### config.mk
export PLATFORM = sky130hd
export DESIGN_NAME = copy_ctl_regs
export DESIGN_NICKNAME = d
export VERILOG_FILES = /design/src/rtl/copy_ctl_regs.sv
export SDC_FILE = /design/constraint.sdc
export NUM_CORES = 1
export LEC_CHECK = 0
export ABC_AREA = 1
export ABC_CLOCK_PERIOD_IN_PS = 1860
export BUFFER_PORTS_ARGS = -buffer_cell sky130_fd_sc_hd__buf_2
export CORE_MARGIN = 5
export CORE_UTILIZATION = 50
export CTS_CLUSTER_DIAMETER = 100
export DETAILED_ROUTE_END_ITERATION = 10
export PLACE_DENSITY_LB_ADDON = 0.15
export SETUP_SLACK_MARGIN = 0.05
export SYNTH_ARGS = -nofsm -noshare
export SYNTH_HDL_FRONTEND = slang
export SYNTH_SLANG_ARGS = --single-unit
### constraint.sdc
create_clock -name clk -period 1.86 [get_ports clk]
set_input_delay 0.372 -clock clk [delete_from_list [all_inputs] [get_ports clk]]
set_output_delay 0.372 -clock clk [all_outputs]
set_load 0.01 [all_outputs]
### src/rtl/copy_ctl_regs.sv
module copy_ctl_regs #(
  parameter int ADDR_W = 6,
  parameter int LEN_W  = 23
) (
  input  logic              clk,
  input  logic              rst_n,
  input  logic [ADDR_W-1:0] s_awaddr,
  input  logic              s_awvalid,
  output logic              s_awready,
  input  logic [31:0]       s_wdata,
  input  logic              s_wvalid,
  output logic              s_wready,
  output logic [1:0]        s_bresp,
  output logic              s_bvalid,
  input  logic              s_bready,
  input  logic [ADDR_W-1:0] s_araddr,
  input  logic              s_arvalid,
  output logic              s_arready,
  output logic [31:0]       s_rdata,
  output logic [1:0]        s_rresp,
  output logic              s_rvalid,
  input  logic              s_rready,
  output logic              xfer_start,
  output logic [31:0]       xfer_src,
  output logic [31:0]       xfer_dst,
  output logic [LEN_W-1:0]  xfer_len,
  input  logic              xfer_done,
  input  logic [1:0]        xfer_err,
  output logic              irq
);
  localparam logic [ADDR_W-1:0] OFS_CTL  = ADDR_W'('h00);
  localparam logic [ADDR_W-1:0] OFS_STAT = ADDR_W'('h04);
  localparam logic [ADDR_W-1:0] OFS_SRC  = ADDR_W'('h18);
  localparam logic [ADDR_W-1:0] OFS_DST  = ADDR_W'('h20);
  localparam logic [ADDR_W-1:0] OFS_LEN  = ADDR_W'('h28);
  localparam int BIT_DONE = 12;
  localparam int BIT_ERR  = 14;

  logic             en_done, en_err, flag_done, flag_err, busy, start_q;
  logic [2:0]       err_det;
  logic [31:0]      src_q, dst_q, stat_word, ctl_word, rd_mux;
  logic [LEN_W-1:0] len_q;

  wire wr_fire = s_awvalid & s_wvalid & ~s_bvalid;
  wire rd_fire = s_arvalid & ~s_rvalid;
  wire wr_ctl  = wr_fire & (s_awaddr == OFS_CTL);
  wire wr_stat = wr_fire & (s_awaddr == OFS_STAT);
  wire wr_src  = wr_fire & (s_awaddr == OFS_SRC) & ~busy;
  wire wr_dst  = wr_fire & (s_awaddr == OFS_DST) & ~busy;
  wire wr_len  = wr_fire & (s_awaddr == OFS_LEN) & ~busy;
  wire [LEN_W-1:0] new_len = s_wdata[LEN_W-1:0];
  wire go      = wr_len & (new_len != '0);
  wire fin     = busy & xfer_done;
  wire fin_ok  = fin & (xfer_err == 2'd0);
  wire fin_bad = fin & (xfer_err != 2'd0);

  assign s_awready  = wr_fire;
  assign s_wready   = wr_fire;
  assign s_arready  = ~s_rvalid;
  assign s_bresp    = 2'b00;
  assign s_rresp    = 2'b00;
  assign xfer_start = start_q;
  assign xfer_src   = src_q;
  assign xfer_dst   = dst_q;
  assign xfer_len   = len_q;
  assign irq        = (flag_done & en_done) | (flag_err & en_err);

  assign stat_word = {17'b0, flag_err, 1'b0, flag_done, 5'b0, err_det, 2'b0, ~busy, 1'b0};
  assign ctl_word  = (32'(en_err) << BIT_ERR) | (32'(en_done) << BIT_DONE);

  always_comb begin
    case (s_araddr)
      OFS_CTL:  rd_mux = ctl_word;
      OFS_STAT: rd_mux = stat_word;
      OFS_SRC:  rd_mux = src_q;
      OFS_DST:  rd_mux = dst_q;
      OFS_LEN:  rd_mux = 32'(len_q);
      default:  rd_mux = '0;
    endcase
  end

  always_ff @(posedge clk or negedge rst_n) begin
    if (!rst_n) begin
      s_bvalid <= 1'b0;
      s_rvalid <= 1'b0;
      s_rdata  <= '0;
    end else begin
      if (wr_fire) s_bvalid <= 1'b1;
      else if (s_bready) s_bvalid <= 1'b0;
      if (rd_fire) begin
        s_rvalid <= 1'b1;
        s_rdata  <= rd_mux;
      end else if (s_rready) s_rvalid <= 1'b0;
    end
  end

  always_ff @(posedge clk or negedge rst_n) begin
    if (!rst_n) begin
      en_done <= 1'b0;
      en_err  <= 1'b0;
      src_q   <= '0;
      dst_q   <= '0;
      len_q   <= '0;
      busy    <= 1'b0;
      start_q <= 1'b0;
    end else begin
      if (wr_ctl) begin
        en_done <= s_wdata[BIT_DONE];
        en_err  <= s_wdata[BIT_ERR];
      end
      if (wr_src) src_q <= s_wdata;
      if (wr_dst) dst_q <= s_wdata;
      if (wr_len) len_q <= new_len;
      start_q <= go;
      if (go) busy <= 1'b1;
      else if (fin) busy <= 1'b0;
    end
  end

  always_ff @(posedge clk or negedge rst_n) begin
    if (!rst_n) begin
      flag_done <= 1'b0;
      flag_err  <= 1'b0;
      err_det   <= '0;
    end else begin
      if (fin_ok) flag_done <= 1'b1;
      else if (wr_stat && s_wdata[BIT_DONE]) flag_done <= 1'b0;
      if (fin_bad) begin
        flag_err <= 1'b1;
        err_det  <= (wr_stat && s_wdata[BIT_ERR]) ? 3'b000 : err_det;
        err_det[xfer_err - 2'd1] <= 1'b1;
      end else if (wr_stat && s_wdata[BIT_ERR]) begin
        flag_err <= 1'b0;
        err_det  <= '0;
      end
    end
  end

  assert_start_single_R2: assert property (@(posedge clk) disable iff (!rst_n)
    xfer_start |=> !xfer_start);
  assert_start_busy_R2: assert property (@(posedge clk) disable iff (!rst_n)
    xfer_start |-> stat_word[1] == 1'b0);
  assert_frozen_src_R4: assert property (@(posedge clk) disable iff (!rst_n)
    (busy && !xfer_done) |=> $stable(xfer_src) && $stable(xfer_dst) && $stable(xfer_len));
  assert_ok_flag_R5: assert property (@(posedge clk) disable iff (!rst_n)
    (busy && xfer_done && xfer_err == 2'd0) |=> flag_done && !busy);
  assert_err_flag_R6: assert property (@(posedge clk) disable iff (!rst_n)
    (busy && xfer_done && xfer_err != 2'd0) |=> flag_err && $countones(err_det) >= 1 && !busy);
  assert_bhold_R10: assert property (@(posedge clk) disable iff (!rst_n)
    (s_bvalid && !s_bready) |=> s_bvalid);
  assert_rhold_R10: assert property (@(posedge clk) disable iff (!rst_n)
    (s_rvalid && !s_rready) |=> s_rvalid && $stable(s_rdata));
  assert_idle_done_R11: assert property (@(posedge clk) disable iff (!rst_n)
    (!busy && !go) |=> $stable(flag_err) || $fell(flag_err));
endmodule

# After elaboration in Yosys (flattened, before gate mapping)
# Cells that the tools add are included.
totals:
  regBits: 130
  wordCells: 75
  out_inout_bits: 130
  input_bits: 54
classes:
  addsub: 1
  reduce_logical: 13
  n_lt_le_gt_ge: 2
  n_eq_ne: 8
  n_mux: 15
  bitwise: 23
ops:
  columns: ["cell", "n"]
  rows:
  - ["32-bit one-hot mux with 5 select lines", 1]
  - ["6-bit equality test (second input constant)", 4]
  - ["23-bit nonzero test", 1]
  - ["1-bit bitwise AND", 17]
  - ["15-bit by 13-bit OR with 15-bit output", 1]
  - ["6-bit by 3-bit equality test with 1-bit output (second input constant)", 2]
  - ["6-bit by 5-bit equality test with 1-bit output (second input constant)", 2]
  - ["6-bit logical NOT", 2]
  - ["2-bit nonzero test", 6]
  - ["1-bit two-way mux", 11]
  - ["3-bit two-way mux", 2]
  - ["1-bit logical AND", 3]
  - ["2-bit by 3-bit less-than comparator with 1-bit output (second input constant)", 1]
  - ["1-bit inverter", 3]
  - ["3-bit OR", 1]
  - ["1-bit demux with 2-bit select", 1]
  - ["2-bit by 1-bit >= comparator with 1-bit output (second input constant)", 1]
  - ["2-bit logical NOT", 1]
  - ["2-bit by 1-bit subtractor with 2-bit output (second input constant)", 1]
  - ["1-bit OR", 1]

# Longest topological paths before layout
logic_depth:
  ltp_word: 7
  ltp_mapped: 8
  ltp_nobuf: 7

# Worst setup path after synthesis
# Ideal clock, no wire load.
synth_path:
  kind: "flip-flop to flip-flop"
  from: "register s_bvalid"
  to: "register src_q[26], in the netlist xfer_src[26]"
  path_slack_ns: 0.551
  period_less_slack_ns: 1.309
  stages_incl_launch_ff: 8
  required_ns: 1.742
  setup_ns: 0.118
  path_buffers: 1
  arrival_time_ns: 1.191
  cell_sequence: "dfrtp_1 -> inv_2 -> nand3_2 -> nor2_2 -> nand2_2 -> buf_6 -> nand2_1 -> o21ai_2"
synth_between:
  elab_chain_cells: 4
synth_rtl:
  columns: ["item", "line", "text"]
  rows:
  - ["start, declared", "14", "output logic s_bvalid,"]
  - ["start signal, assigned", "84", "s_bvalid <= 1'b0;"]
  - ["start signal, assigned", "88", "if (wr_fire) s_bvalid <= 1'b1;"]
  - ["start signal, assigned", "89", "else if (s_bready) s_bvalid <= 1'b0;"]
  - ["1-bit inverter", "44", "wire wr_fire = s_awvalid & s_wvalid & ~s_bvalid;"]
  - ["1-bit bitwise AND", "44", null]
  - ["1-bit bitwise AND (2 in series)", "48", "wire wr_src = wr_fire & (s_awaddr == OFS_SRC) & ~busy;"]
  - ["end signal, assigned", "111", "if (wr_src) src_q <= s_wdata;"]
  - ["end, declared", "41", "logic [31:0] src_q, dst_q, stat_word, ctl_word, rd_mux;"]
# No other way between the ends.
# A chain may end at the register's enable or synchronous reset.

# Worst setup path in the final report
layout_path:
  from: "register s_bvalid"
  to: "output s_awready"
layout_between:
  elab_chain_cells: 2
layout_rtl:
  columns: ["item", "line", "text"]
  rows:
  - ["1-bit inverter", "44", null]
  - ["1-bit bitwise AND", "44", null]
  - ["end, declared", "9", "output logic s_awready,"]
# No other way between the ends.

==> impl_metrics.toml <==
[status]
status = "finished, final reports clean"

[global_route]
use_met2 = 0.407
grt_max_degree = 56
gr-usage-all-layers = 0.256
grt_pass1_wl_um = 29000
grt_pass1_vias = 5626
gr-max-usage-layer = "met2"
grt_use_met1 = 0.346
antenna_found_initial = 0
grtUsageMet3 = 0.0664
overflow = 0

[drt]
drt_iter0_drc = 482
firstDrtPassIters = 5
via_per_inst = 5.46
wl_um = 17600
vias = 5619
routedWlPerCell_um = 17.1
drcViolationCount = 0
ant_nets = 0

[sta]
drv_slew = 0
fin_skew_ns = 0.00631
setup_slack_ns = 0.271
whs_ns = 0.142
rsz0062_at_grt = "false"
post-route-min-period_ns = 1.59
setup_violations = 0
fmax_mhz = 629
tns_ns = 0
hold_viol_final = 0
timing.final.crit_share = 0.854

[clocking]
numClockSinks = 130
cts_resized = 0
clk_latency_ns = 0.41
htreeDepth = 4
numCtsBuffers = 17
cts_max_path_buffers = 2
clk_root_buffer_cell = "clkbuf_16"
cts_tree = "built"
clk_pin_slew_ns = 0.05

[critical_path]
worst_ep_required_time_ns = 1.49
path_class = "flip-flop to output pin"
startpoint_type = "flip-flop"
crit_path_end_kind = "output pin"
slowest_delay_ns = 0.39
crit_chain = "inv_2 > nand3_2 > inv_1 > buf_2"
critical_path_arrival_ns = 1.22
path_max_fanout = 5
slowest_stage = "dfrtp_1"

[layout]
n_antenna_cell = 0
regArea_mm2 = 0.00325
syn2layout_area_growth_pct = 28.7
finalNetCount = 928
multi_input_area_mm2 = 0.00220
fillers = 967
final_layout_size_suffix_gt1_frac = 0.298

[hold_path]
hold_class = "input pin to flip-flop"

[placement]
dp_hpwl_um = 12500
dp_slack_ns = 0.243
port_buffers = 179
gp_congestion = 0.834

[power]
p_comb_frac = 0.112
power.total_mw = 7.17
internal_power_mw = 5.39
p_leak_nw = 4.26
peakVddDrop_mv = 0.532
netSwitchingFraction = 0.249
p_switching_mw = 1.78
p_clk_frac = 0.452
powerDensity_mw_per_mm2 = 938
p_seq_frac = 0.436

[die]
core_mm2 = 0.0115
die_w_um = 119
dieArea_mm2 = 0.0142
core.rowCount = 39
start_util = 0.516
io_pins = 184
die_h_um = 119

[flow_run]
cap_violations = 0

[logic_synthesis]
synth_area_mm2 = 0.00594
synthCells = 693
syn_avg_cell_area_um2 = 8.57
ys_types = 25
ys_ff_latch = 130
yosysWarnings = 0
ys_seq_area_frac = 0.548
layout by cell type, fill, tap and decap left out:
cell type	Yosys	layout
a21oi_1	3	3
a22o_1	1	1
buf_12	0	10
buf_2	23	178
buf_4	6	14
buf_6	9	1
bufinv_16	0	2
clkbuf_1	6	5
clkbuf_16	0	17
clkbuf_8	0	4
clkinv_2	0	3
conb_1	1	4
dfrtp_1	130	130
dlygate4sd3_1	0	1
inv_1	56	56
inv_2	2	2
nand2_1	201	201
nand2_2	2	2
nand3_1	81	81
nand3_2	2	2
nand4_1	35	35
nor2_1	19	16
nor2_2	3	5
nor2_4	1	2
nor3_1	1	1
nor3_2	3	3
o21ai_0	9	9
o21ai_1	79	79
o21ai_2	18	18
or2_2	1	1
power by group through the flow:
stage               logic [mW]  registers [mW]  clock network (mW)
global placement         0.787            3.16                   0
detailed placement       0.806            3.17                   0
CTS                      0.811            3.12                3.28
floorplan                0.313            3.21                   0
global route             0.892            3.14                3.43
finish                   0.802            3.13                3.24
stage by stage:
stage	cells	area (um^2)	utilization
2_1_floorplan	696	5950	-
3_3_place_gp	997	7060	0.613
3_5_place_dp	997	7060	0.613
4_1_cts	1029	7640	0.664
5_1_grt	1029	7640	0.664
6_report	1029	7640	0.664
cell families after synthesis:
| logic type | after synthesis | share of synthesized area |
|---|---|---|
| simple gates | 349 | 0.262 |
| flops | 130 | 0.548 |
| compound gates | 110 | 0.105 |
| buf+inv | 103 | 0.0851 |
| other cells | 1 | 0.000632 |
critical path, delay by kind of cell (launching register included):
| family | cells | cell delay [ns] |
|---|---|---|
| DFF | 1 | 0.39 |
| and+or+nand+nor | 1 | 0.12 |
| buffers and inverters | 3 | 0.30 |
metal layers:
metal  part of all wire  routed length, um
met5                  0                  0
met4              0.015                257
met3              0.086               1520
met2               0.48               8420
met1               0.42               7430
path summary, 6_finish.rpt:
check,start,end,slack [ns],cells past startpoint
setup reg to reg,busy$_DFFE_PN0P_,xfer_len[19]$_DFFE_PN0P_,0.34,7
hold reg to reg,s_rdata[18]$_DFFE_PN0P_,s_rdata[18]$_DFFE_PN0P_,0.47,2
min in group asynchronous,rst_n,s_rdata[4]$_DFFE_PN0P_,0.47,2
hold / removal,s_bready,s_bvalid$_DFFE_PN0P_,0.14,2
max in group asynchronous,rst_n,s_rdata[29]$_DFFE_PN0P_,0.74,3
setup / recovery,s_bvalid$_DFFE_PN0P_,s_awready,0.27,4
layout make-up:
type	instances	area share
inverter	58	0.0285
clock inverter	5	0.00982
multi-input combinational	463	0.288
clock buffer	26	0.0653
timing repair buffer	204	0.159
sequential	130	0.426
tap	143	0.0234
state kept, by name (all words and copies together) (netlist names):
signal	count
busy	1
en_done	1
en_err	1
err_det	3
flag_done	1
flag_err	1
s_bvalid	1
s_rdata	32
s_rvalid	1
xfer_dst	32
xfer_len	23
xfer_src	32
xfer_start	1
Yosys cell counts, drive strengths merged:
master | number | area, um^2
nand4 | 35 | 219
inv | 58 | 218
or2 | 1 | 6.26
o21ai | 106 | 598
dfrtp | 130 | 3250
buf | 39 | 265
nand2 | 203 | 767
a21oi | 3 | 15.0
a22o | 1 | 8.76
nor2 | 23 | 101
clkbuf | 6 | 22.5
nand3 | 83 | 425
conb | 1 | 3.75
nor3 | 4 | 35.0
timing repair:
| action | CTS | global route |
|---|---|---|
| hold buffers | 1 | 0 |
| endpoints found under the hold margin | 43 | 0 |
| buffers inserted | 0 | 0 |
Power figures use the tool's default switching activity.
